<file path="src/rtl/sws_pkg.sv">
package sws_pkg;

    typedef enum logic [1:0] {
        ST_IDLE = 2'd0,
        ST_GAP  = 2'd1,
        ST_ACC  = 2'd2,
        ST_INT  = 2'd3
    } seq_st_e;

endpackage

</file>
<file path="src/rtl/sws_float.sv">
module sws_float #(
    parameter int NUM_CS = 4,
    parameter int TDF_W  = 3,
    localparam int CS_W  = (NUM_CS > 1) ? $clog2(NUM_CS) : 1
) (
    input  logic             clk,
    input  logic             rst_n,
    input  logic             load,
    input  logic [TDF_W-1:0] load_val,
    input  logic [CS_W-1:0]  load_cs,
    output logic [TDF_W-1:0] cnt,
    output logic [CS_W-1:0]  owner,
    output logic             busy_next,
    output logic             inhibit
);

    typedef struct packed {
        logic [TDF_W-1:0] cnt;
        logic [CS_W-1:0]  owner;
    } flt_t;

    flt_t flt_d, flt_q;

    always_comb begin
        flt_d = flt_q;
        if (load) begin
            flt_d.cnt   = load_val;
            flt_d.owner = load_cs;
        end else if (flt_q.cnt != '0) begin
            flt_d.cnt = flt_q.cnt - 1'b1;
        end
    end

    always_ff @(posedge clk or negedge rst_n) begin
        if (!rst_n) begin
            flt_q <= '0;
        end else begin
            flt_q <= flt_d;
        end
    end

    assign cnt       = flt_q.cnt;
    assign owner     = flt_q.owner;
    assign busy_next = (flt_q.cnt > TDF_W'(1));
    assign inhibit   = (flt_q.cnt != '0);

    AST_FLT_COUNTDOWN: assert property (@(posedge clk) disable iff (!rst_n)
        (flt_q.cnt != '0 && !load) |=> (flt_q.cnt == $past(flt_q.cnt) - 1'b1));

    AST_FLT_REST: assert property (@(posedge clk) disable iff (!rst_n)
        (flt_q.cnt == '0 && !load) |=> (flt_q.cnt == '0));

endmodule

</file>
<file path="src/rtl/sws_strobe.sv">
module sws_strobe #(
    parameter int NUM_CS = 4,
    parameter int LCD_CS = 3,
    localparam int CS_W  = (NUM_CS > 1) ? $clog2(NUM_CS) : 1
) (
    input  logic              clk,
    input  logic              rst_n,
    input  logic              acc,
    input  logic [CS_W-1:0]   cs,
    input  logic              wr,
    input  logic              nws0,
    input  logic              lcd,
    input  logic              cnt_nz,
    output logic [NUM_CS-1:0] cs_n,
    output logic              rd_n,
    output logic              wr_n,
    output logic              rd_latch
);

    typedef struct packed {
        logic wr_cut;
        logic lcd_on;
    } half_t;

    half_t half_d, half_q;

    always_comb begin
        half_d        = half_q;
        half_d.wr_cut = acc && wr && nws0;
        half_d.lcd_on = acc && lcd && cnt_nz;
    end

    // falling-edge stage gives the half-clock edges
    always_ff @(negedge clk or negedge rst_n) begin
        if (!rst_n) begin
            half_q <= '0;
        end else begin
            half_q <= half_d;
        end
    end

    for (genvar k = 0; k < NUM_CS; k++) begin : g_sel
        localparam logic [CS_W-1:0] KID = CS_W'(k);
        if (k == LCD_CS) begin : g_lcd
            assign cs_n[k] = !((acc && cs == KID && !lcd) || half_q.lcd_on);
        end else begin : g_std
            assign cs_n[k] = !(acc && cs == KID);
        end
    end

    assign rd_n     = !(acc && !wr);
    assign wr_n     = !(acc && wr && (cnt_nz || nws0) && !half_q.wr_cut);
    assign rd_latch = acc && !wr && !cnt_nz && (!lcd || !half_q.lcd_on);

    AST_ONE_CS: assert property (@(posedge clk) disable iff (!rst_n)
        $countones(~cs_n) <= 1);

    AST_STROBE_EXCL: assert property (@(posedge clk) disable iff (!rst_n)
        !(!rd_n && !wr_n));

endmodule

</file>
<file path="src/rtl/sram_wait_seq.sv">
module sram_wait_seq
    import sws_pkg::*;
#(
    parameter int NUM_CS = 4,
    parameter int NWS_W  = 3,
    parameter int TDF_W  = 3,
    parameter int LCD_CS = 3,
    localparam int CS_W  = (NUM_CS > 1) ? $clog2(NUM_CS) : 1
) (
    input  logic                    clk,
    input  logic                    rst_n,
    input  logic                    req_valid,
    input  logic                    req_ext,
    input  logic [CS_W-1:0]         req_cs,
    input  logic                    req_write,
    output logic                    req_ready,
    output logic                    done,
    input  logic [NUM_CS-1:0]       cfg_wait_en,
    input  logic [NUM_CS*NWS_W-1:0] cfg_nws,
    input  logic [NUM_CS*TDF_W-1:0] cfg_tdf,
    input  logic                    lcd_mode,
    input  logic                    ext_wait_n,
    output logic [NUM_CS-1:0]       cs_n,
    output logic                    rd_n,
    output logic                    wr_n,
    output logic                    rd_latch,
    output logic                    bus_inhibit,
    output logic [CS_W-1:0]         last_cs,
    output logic                    last_write
);

    typedef struct packed {
        seq_st_e          st;
        logic [CS_W-1:0]  cs;
        logic             wr;
        logic             nws0;
        logic             lcd;
        logic [NWS_W-1:0] cnt;
        logic [TDF_W-1:0] tdf;
        logic             csw;
        logic [CS_W-1:0]  last_cs;
        logic             last_wr;
        logic             have_prev;
        logic             done;
    } seq_t;

    seq_t seq_d, seq_q;

    logic             flt_load;
    logic [TDF_W-1:0] flt_cnt;
    logic [CS_W-1:0]  flt_owner;
    logic             flt_busy_next;
    logic             flt_inhibit;
    logic [NWS_W-1:0] sel_nws;
    logic [TDF_W-1:0] sel_tdf;
    logic             sel_en;

    always_comb begin
        sel_en  = cfg_wait_en[req_cs];
        sel_nws = cfg_nws[int'(req_cs)*NWS_W +: NWS_W];
        sel_tdf = cfg_tdf[int'(req_cs)*TDF_W +: TDF_W];
    end

    always_comb begin
        seq_d      = seq_q;
        seq_d.done = 1'b0;
        flt_load   = 1'b0;
        unique case (seq_q.st)
            ST_IDLE: begin
                if (req_valid) begin
                    seq_d.cs   = req_cs;
                    seq_d.wr   = req_write;
                    seq_d.cnt  = sel_en ? sel_nws : '0;
                    seq_d.nws0 = !sel_en || (sel_nws == '0);
                    seq_d.tdf  = sel_tdf;
                    seq_d.lcd  = lcd_mode && (int'(req_cs) == LCD_CS);
                    seq_d.csw  = 1'b0;
                    if (!req_ext) begin
                        seq_d.st = ST_INT;
                    end else if (flt_busy_next &&
                                 (req_cs != flt_owner || req_write)) begin
                        seq_d.st = ST_GAP;
                    end else if (seq_q.have_prev && seq_q.last_cs != req_cs) begin
                        seq_d.st  = ST_GAP;
                        seq_d.csw = 1'b1;
                    end else begin
                        seq_d.st = ST_ACC;
                    end
                end
            end
            ST_GAP: begin
                if (seq_q.csw || !flt_busy_next) begin
                    seq_d.st  = ST_ACC;
                    seq_d.csw = 1'b0;
                end
            end
            ST_ACC: begin
                if (ext_wait_n) begin
                    if (seq_q.cnt == '0) begin
                        seq_d.st        = ST_IDLE;
                        seq_d.done      = 1'b1;
                        seq_d.last_cs   = seq_q.cs;
                        seq_d.last_wr   = seq_q.wr;
                        seq_d.have_prev = 1'b1;
                        flt_load        = !seq_q.wr;
                    end else begin
                        seq_d.cnt = seq_q.cnt - 1'b1;
                    end
                end
            end
            ST_INT: begin
                seq_d.st   = ST_IDLE;
                seq_d.done = 1'b1;
            end
            default: seq_d.st = ST_IDLE;
        endcase
    end

    always_ff @(posedge clk or negedge rst_n) begin
        if (!rst_n) begin
            seq_q <= '0;
        end else begin
            seq_q <= seq_d;
        end
    end

    sws_float #(
        .NUM_CS (NUM_CS),
        .TDF_W  (TDF_W)
    ) u_float (
        .clk       (clk),
        .rst_n     (rst_n),
        .load      (flt_load),
        .load_val  (seq_q.tdf),
        .load_cs   (seq_q.cs),
        .cnt       (flt_cnt),
        .owner     (flt_owner),
        .busy_next (flt_busy_next),
        .inhibit   (flt_inhibit)
    );

    sws_strobe #(
        .NUM_CS (NUM_CS),
        .LCD_CS (LCD_CS)
    ) u_strobe (
        .clk      (clk),
        .rst_n    (rst_n),
        .acc      (seq_q.st == ST_ACC),
        .cs       (seq_q.cs),
        .wr       (seq_q.wr),
        .nws0     (seq_q.nws0),
        .lcd      (seq_q.lcd),
        .cnt_nz   (seq_q.cnt != '0),
        .cs_n     (cs_n),
        .rd_n     (rd_n),
        .wr_n     (wr_n),
        .rd_latch (rd_latch)
    );

    assign req_ready   = (seq_q.st == ST_IDLE);
    assign done        = seq_q.done;
    assign bus_inhibit = flt_inhibit;
    assign last_cs     = seq_q.last_cs;
    assign last_write  = seq_q.last_wr;

    AST_FLOAT_GUARD: assert property (@(posedge clk) disable iff (!rst_n)
        $rose(seq_q.st == ST_ACC) |->
            (flt_cnt == '0 || (seq_q.cs == flt_owner && !seq_q.wr)));

    AST_XWAIT_HOLD: assert property (@(posedge clk) disable iff (!rst_n)
        (seq_q.st == ST_ACC && !ext_wait_n) |=>
            ($stable(cs_n) && $stable(rd_n) && $stable(wr_n) && $stable(rd_latch)));

    AST_DONE_PULSE: assert property (@(posedge clk) disable iff (!rst_n)
        done |=> !done);

    AST_INT_QUIET: assert property (@(posedge clk) disable iff (!rst_n)
        (seq_q.st == ST_INT) |-> (&cs_n && rd_n && wr_n));

endmodule

</file>
<file path="config.mk">
export PLATFORM = sky130hd
export DESIGN_NAME = sram_wait_seq
export DESIGN_NICKNAME = d
export VERILOG_FILES = /design/src/rtl/sws_pkg.sv /design/src/rtl/sws_float.sv /design/src/rtl/sws_strobe.sv /design/src/rtl/sram_wait_seq.sv
export SDC_FILE = /design/constraint.sdc
export NUM_CORES = 1
export LEC_CHECK = 0
export ABC_AREA = 1
export BUFFER_PORTS_ARGS = -buffer_cell sky130_fd_sc_hd__buf_2
export CORE_MARGIN = 2
export CORE_UTILIZATION = 45
export DETAILED_ROUTE_END_ITERATION = 12
export GPL_ROUTABILITY_DRIVEN = 0
export HOLD_SLACK_MARGIN = 0.12
export PLACE_DENSITY = 0.71
export SETUP_SLACK_MARGIN = 0.3
export SYNTH_ARGS = -nofsm -noshare
export SYNTH_HDL_FRONTEND = slang
export SYNTH_HIERARCHICAL = 1
export SYNTH_SLANG_ARGS = --single-unit
export TNS_END_PERCENT = 1
</file>
<file path="constraint.sdc">
create_clock -name clk -period 5.25 [get_ports clk]
set_clock_uncertainty 0.2 [all_clocks]
set_input_delay 0 -clock clk [delete_from_list [all_inputs] [get_ports clk]]
set_output_delay 0 -clock clk [all_outputs]
set_load 0.05 [all_outputs]
</file>
==> qor.txt, run 1 <==
# nets final: 369
DRC: 0
Data required time of the worst path: 2730 ps
Final hold viol count: 0
Crit path kind: register to register
GR Overflow Total: 0
Drt wl/cell: 11.69 um
Die ar.: 4224 um^2
Area Growth Syn to Fin: 39.09%
Post_cts resized: 0
Total I/O pin count: 50
Port-buffer cells: 49
Clock power frac: 10.1%
EDFF count, synth: 0
HP Class: primary input to register
Core Area: 3606 um^2
Psw: 0.5655 mW
Longest Clk Path Bufs: 2
Die width: 65.00 um
Switching Share: 49.14%
Total CTS buffers: 3
Crit-path max FO: 12
Later-pin clock latency in the skew report: 260 ps
CP Launch Type: register
Placed Instances: 333
Setup TNS: 0 ps
DRT Pass-1 Iters: 5
Post-Synthesis Cell Area: 1674 um^2
Starting Density: 46.43%
Syn nets: 286
Post-DRT Antenna Nets: 0
First-pass GRT wire length: 7.396 mm
Yosys Warn Count: 6
Slack of the critical path: 1100 ps
Mapped Cells: 244
Number of setup violations in the final report: 0
Syn avg cell area: 6.861 um^2
Pre-CTS setup slack: 1130 ps
Routed wire length: 4.371 mm
Pins Over Slew Limit: 0
Share of power burned in registers: 31.4%
Worst path cell trace: inv_1 > nor2_1 > nand2_2 > nor2_1
Row cnt: 22
Peak VDD IR: 0.1643 mV
Antenna Cells: 0
Initial drt markers: 67
Leak: 1.187 nW
Status: finished clean
Largest net degree at the start of global routing: 25
Vias in the first global route: 1674
Antenna violations before repair: 0
CTS tree: built
CP arrival: 1630 ps
Worst setup EP type: register
GRT Resource Usage Total: 22.55%
Most used cell, CP: nor2_1
Max Cap Viol: 0
Hold WS: 174.4 ps
Layout Cells excl Fill: 374
Post-synth cell types: 28
Clock-pin slew on the worst setup and hold paths: 90 ps
Die Height: 65.00 um
Comb power frac: 58.6%
Slowest stage cell, crit path: nor2_1
Fraction of layout cells with a size suffix above 1: 19.33%
Root buffer cell: clkbuf_8
P per Cell Area: 494.2 nW/um^2
Post-synth ARST share: 100.0%
# H-tree levels: 1
Number of clock sinks: 26
Worst Tran Pin Value: 1105 ps
Via/cell ratio: 4.730
HPWL Detailed: 2.921 mm
Worst slew margin: 26.09%
Final core utilization: 64.57%
Register bit total from synthesis: 26
RSZ-0062 raised after global routing: false
Register area share after synthesis: 38.86%
Main synth FF type: dfrtp_1
Internal power: 0.5853 mW
CP max stage delay: 580 ps
Via count: 1769
-- per-layer routing --
metal | global-route usage [%] | up-vias | share of wire, %
li1 | - | 922 | -
met1 | 29.48 | 801 | 45
met2 | 40.59 | 44 | 50
met3 | 1.736 | 2 | 4.0
met4 | 4.787 | 0 | 0.62
met5 | 0 | - | 0
-- cell usage in the layout, fill, tap and decap left out, types with 4 or more instances in the layout --
master / count
nor2_1: 36
nand2_1: 86
dlygate4sd3_1: 37
or2_1: 4
o21ai_0: 14
dfrtp_1: 24
nand3_1: 16
inv_1: 19
buf_2: 49
ha_1: 5
-- critical path: cells and delay by family, from the launching register on --
| family | cells | cell delay, ps |
|---|---|---|
| DFF | 1 | 420 |
| buffers and inverters | 1 | 110 |
| and+or+nand+nor | 3 | 830 |
-- power groups by stage --
| stage | Sequential [mW] | Combinational, mW | Clock, mW |
|---|---|---|---|
| final | 0.361 | 0.674 | 0.116 |
| after global routing | 0.372 | 0.755 | 0.125 |
| after floorplan | 0.369 | 0.464 | 0 |
| after detailed placement | 0.363 | 0.590 | 0 |
| after global placement | 0.360 | 0.584 | 0 |
| after CTS | 0.360 | 0.666 | 0.119 |
-- final timing paths --
| path | from | endpoint | cells past startpoint | slack (ps) |
|---|---|---|---|---|
| max in group asynchronous | rst_n | u_strobe/half_q[0] | 2 | 2340 |
| hold reg to reg | seq_q[1] | seq_q[1] | 1 | 270 |
| setup / recovery | seq_q[18] | u_strobe/half_q[1] | 4 | 1100 |
| min in group asynchronous | rst_n | last_cs[0] | 3 | 880 |
| setup reg to reg | seq_q[18] | u_strobe/half_q[1] | 4 | 1100 |
| hold / removal | req_cs[0] | seq_q[15] | 3 | 170 |
-- sequential cells by signal, summed over array words and instances, names as in the netlist --
name and count:
u_float/cnt 3, last_write 1, seq_q 15, u_strobe/half_q 2
done 1, u_float/owner 2, last_cs 2
-- metrics by stage --
step                      power [mW]  area [um^2]
after floorplan               0.8336         1674
after global placement        0.9437         1913
after detailed placement      0.9529         1913
after CTS                      1.144         2328
after global routing           1.252         2328
final                          1.151         2328
-- cell usage after synthesis (2+ instances only) --
| cell | number | share of area (%) |
|---|---|---|
| buf_2 | 2 | 0.60 |
| nand3_1 | 16 | 4.8 |
| clkinv_1 | 2 | 0.45 |
| nand2_1 | 86 | 19 |
| a31oi_1 | 3 | 1.1 |
| o21ai_0 | 14 | 4.2 |
| nand4_1 | 3 | 1.1 |
| inv_1 | 19 | 4.3 |
| or2_1 | 4 | 1.5 |
| dfrtp_1 | 24 | 36 |
| buf_4 | 3 | 1.3 |
| nor2_2 | 2 | 0.75 |
| inv_2 | 2 | 0.45 |
| a21oi_1 | 3 | 0.90 |
| o21ai_1 | 3 | 0.90 |
| ha_1 | 5 | 3.7 |
| buf_6 | 3 | 2.0 |
| nor2_1 | 36 | 8.1 |
| nand2_2 | 3 | 1.1 |
| xnor2_1 | 2 | 1.0 |
| dfrtn_1 | 2 | 3.0 |
-- final cells by class --
| type | instances | area, um^2 |
|---|---|---|
| Multi-Input combinational cell | 186 | 864.6 |
| Timing Repair Buffer | 86 | 615.6 |
| Sequential cell | 26 | 650.6 |
| Fill cell | 333 | 1277 |
| Inverter | 24 | 92.59 |
| Tap cell | 48 | 60.06 |
| Clock buffer | 4 | 45.04 |
-- cell families (layout without fill, tap and decap cells) --
logic type	count (synthesis)	after routing	synth area share, %
DFF	26	26	38.86
xor gates and xnor gates	3	3	1.570
and+or+nand+nor	152	152	37.82
buffers and inverters	32	114	9.492
AOI/OAI and AO/OA	26	26	8.520
adders and majority gates	5	5	3.737
-- what timing repair did --
action,4_1_cts,5_1_grt
hold buffers,37,0
setup buffers,0,0
endpoints found under the hold margin,43,0
Power figures use the tool's default switching activity.
==> inputs of run 2 (changes only) <==
ABC_AREA = 0   (was 1)
PLACE_DENSITY = 0.75   (was 0.71)
clock period = 3.8 ns   (was 5.25 ns; I/O delays follow)
==> run 2 against run 1 <==
Via count decreased by 25%. Sequential share of layout area increased by 3.3 points. Global-route usage decreased by 2.4 points. Synthesized cell count is 43% lower. Die area fell by 5.6%. First-iteration DRC count grew 46%. Critical path depth shrank 1. Design area fell by 11%. Combinational power grew 14%. Worst setup slack got worse by 640 ps. Routed wire length fell by 16%. Largest cell class unchanged.
==> qor.txt, run 2 <==
Status: finished clean
Syn avg cell area: 11.33 um^2 (+65%)
Data required time of the worst path: 1880 ps (-850 ps)
Mux contribution to synthesized area: 20.97% (+21 points)
Mapped Cells: 139 (-43%)
Later-pin clock latency in the skew report: 330 ps (+70 ps)
Max reg flops: 15 (unchanged)
Worst setup EP type: register
Syn nets: 181 (-37%)
Via count: 1331 (-25%)
Row cnt: 21 (-4.5%)
Final hold viol count: 0 (unchanged)
Flop2flop setup slack: 460 ps (-640 ps)
Register area share after synthesis: 41.30% (+2.4 points)
CP endpoint: u_strobe/half_q[1]
Vias in the first global route: 1338 (-20%)
Starting Density: 47.21% (+0.78 points)
Commonest cells after routing, fill and taps aside: buf_2, dfrtp_1, dlygate4sd3_1, inv_1, mux2_2
Post-Synthesis Cell Area: 1575 um^2 (-5.9%)
Crit-path max FO: 9 (-3)
Largest Register: seq_q
Placed Instances: 227 (-32%)
Layout Cells excl Fill: 251 (-33%)
Total I/O pin count: 50 (unchanged)
HP Class: primary input to register
Initial drt markers: 98 (+46%)
Post_cts resized: 0 (unchanged)
Leak: 0.9629 nW (-19%)
Hold WS: 132.5 ps (-41.89 ps)
DRC: 0 (unchanged)
Pins Over Slew Limit: 0 (unchanged)
Design area: 2081 um^2 (-11%)
CP arrival: 1420 ps (-210 ps)
Port-buffer cells: 49 (unchanged)
Reg2Reg Depth: 3 (-1)
XOR/XNOR Fraction of Synth Area: 2.224% (+0.65 points)
First-pass GRT wire length: 6.223 mm (-16%)
Worst r2r src: seq_q[17]
Antenna violations before repair: 0 (unchanged)
Clock-pin slew on the worst setup and hold paths: 140 ps (+50 ps)
HPWL Detailed: 2.739 mm (-6.2%)
Core Area: 3337 um^2 (-7.5%)
Largest net degree at the start of global routing: 25 (unchanged)
EDFF count, synth: 0 (unchanged)
CTS tree: built
Antenna Cells: 0 (unchanged)
Post-synth top cells: dfrtp_1, inv_1, mux2_2
Total CTS buffers: 3 (unchanged)
Number of clock sinks: 26 (unchanged)
Number of setup violations in the final report: 0 (unchanged)
Longest Clk Path Bufs: 2 (unchanged)
Worst slew margin: 26.91% (+0.83 points)
Routed wire length: 3.667 mm (-16%)
Die width: 63.17 um (-2.8%)
Most common cell after layout, fill and taps aside: buf_2
# hold bufs at CTS: 20 (-46%)
GRT Resource Usage Total: 20.11% (-2.4 points)
Simple-gate share of the synthesized area: 14.93% (-23 points)
Dpl cell area: 1828 um^2 (-4.4%)
RSZ-0062 raised after global routing: false
FF/Latch Area: 650.6 um^2 (unchanged)
DRT Pass-1 Iters: 4 (-1)
Synth area leader: dfrtp_1
Worst Tran Pin Value: 1093 ps (-12.36 ps)
P per Cell Area: 711.8 nW/um^2 (+44%)
Post-synthesis adder-cell area fraction: 3.971% (+0.23 points)
Post-synth cell types: 43 (+54%)
Post-DRT Antenna Nets: 0 (unchanged)
GR Overflow Total: 0 (unchanged)
Most frequent cell after synthesis: dfrtp_1
Max Cap Viol: 0 (unchanged)
Peak VDD IR: 0.3653 mV (+120%)
Reg2reg end: u_strobe/half_q[1]
Post-synth ARST share: 100.0% (unchanged)
Register bit total from synthesis: 26 (unchanged)
Worst Setup SP: seq_q[17]
Area occupied by multi-input gates: 825.8 um^2 (-4.5%)
Post-CTS Setup Bufs: 0 (unchanged)
Die ar.: 3990 um^2 (-5.6%)
# H-tree levels: 1 (unchanged)
Area Growth Syn to Fin: 32.09%
Fill cells: 294 (-12%)
Die Height: 63.17 um (-2.8%)
Main synth FF type: dfrtp_1
CP Launch Type: register
Dominant cells by area after synthesis: dfrtp_1, mux2_2, mux4_1
Drt wl/cell: 14.61 um (+25%)
Hold path start: cfg_nws[0]
Setup TNS: 0 ps (unchanged)
Synth top area share: 38.13% (+2.3 points)
Crit path kind: register to register
Root buffer cell: clkbuf_4
Via/cell ratio: 5.303 (+12%)
Final core utilization: 62.35% (-2.2 points)
Post-synthesis compound-gate area fraction: 10.01% (+1.5 points)
Yosys Warn Count: 6 (unchanged)
# nets final: 248 (-33%)
Fraction of layout cells with a size suffix above 1: 34.63% (+15 points)
Largest family of logic cells by synthesized area: multiplexers
-- run 2: cell count changes in the layout (fill, tap and decap cells not counted), sizes merged, moves of 5 or more --
cell,change
inv,-9
mux2,+14
nor2,-33
o21ai,-12
dlygate4sd3,-17
mux4,+7
nand3,-14
nand2b,+5
nand2,-83
-- run 2: worst min-delay path by stage --
stage / end / slack [ps] / cells after the start
finish: seq_q[9] / 130 / 5
global placement: done / -170 / 1
global route: seq_q[13] / 120 / 4
CTS: seq_q[13] / 120 / 4
detailed placement: done / -160 / 1
floorplan: done / -500 / 0
-- run 2: per-stage QoR --
step	setup WS, ps	power (mW)
floorplan	525.8	1.099
global placement	569.9	1.229
detailed placement	510.3	1.265
CTS	466.6	1.487
global route	380.0	1.584
finish	457.1	1.481
-- run 2: final cells by class --
class,instances,area share (%)
Clock buffer,3,1.082
Clock inverter,1,1.443
Inverter,13,2.345
Multi-Input combinational cell,93,39.69
Sequential cell,26,31.27
Tap cell,46,2.766
Timing Repair Buffer,69,21.41
-- run 2: per-layer routing --
layer	part of all wire [%]	GRT usage (%)
met1	40	24.15
met2	55	37.90
met3	4.7	3.393
met4	0.27	3.333
met5	0	0
-- run 2: cell families (layout without fill, tap and decap cells) --
family | Yosys count | after routing
buffers and inverters | 20 | 86
xor gates and xnor gates | 4 | 4
AOI/OAI and AO/OA | 23 | 23
adders and majority gates | 5 | 5
DFF | 26 | 26
and+or+nand+nor | 40 | 40
muxes | 21 | 21
-- run 2: power by group --
group          internal [mW]  total [mW]  switching, mW
combinational          0.304       0.771          0.467
clock                  0.107       0.193         0.0859
sequential             0.405       0.517          0.113
-- run 2: worst max-delay path, cell delays in order, from the launching register on --
cell,delay (ps)
dfrtp_1,500
nand2b_1,240
inv_1,170
and3_1,190
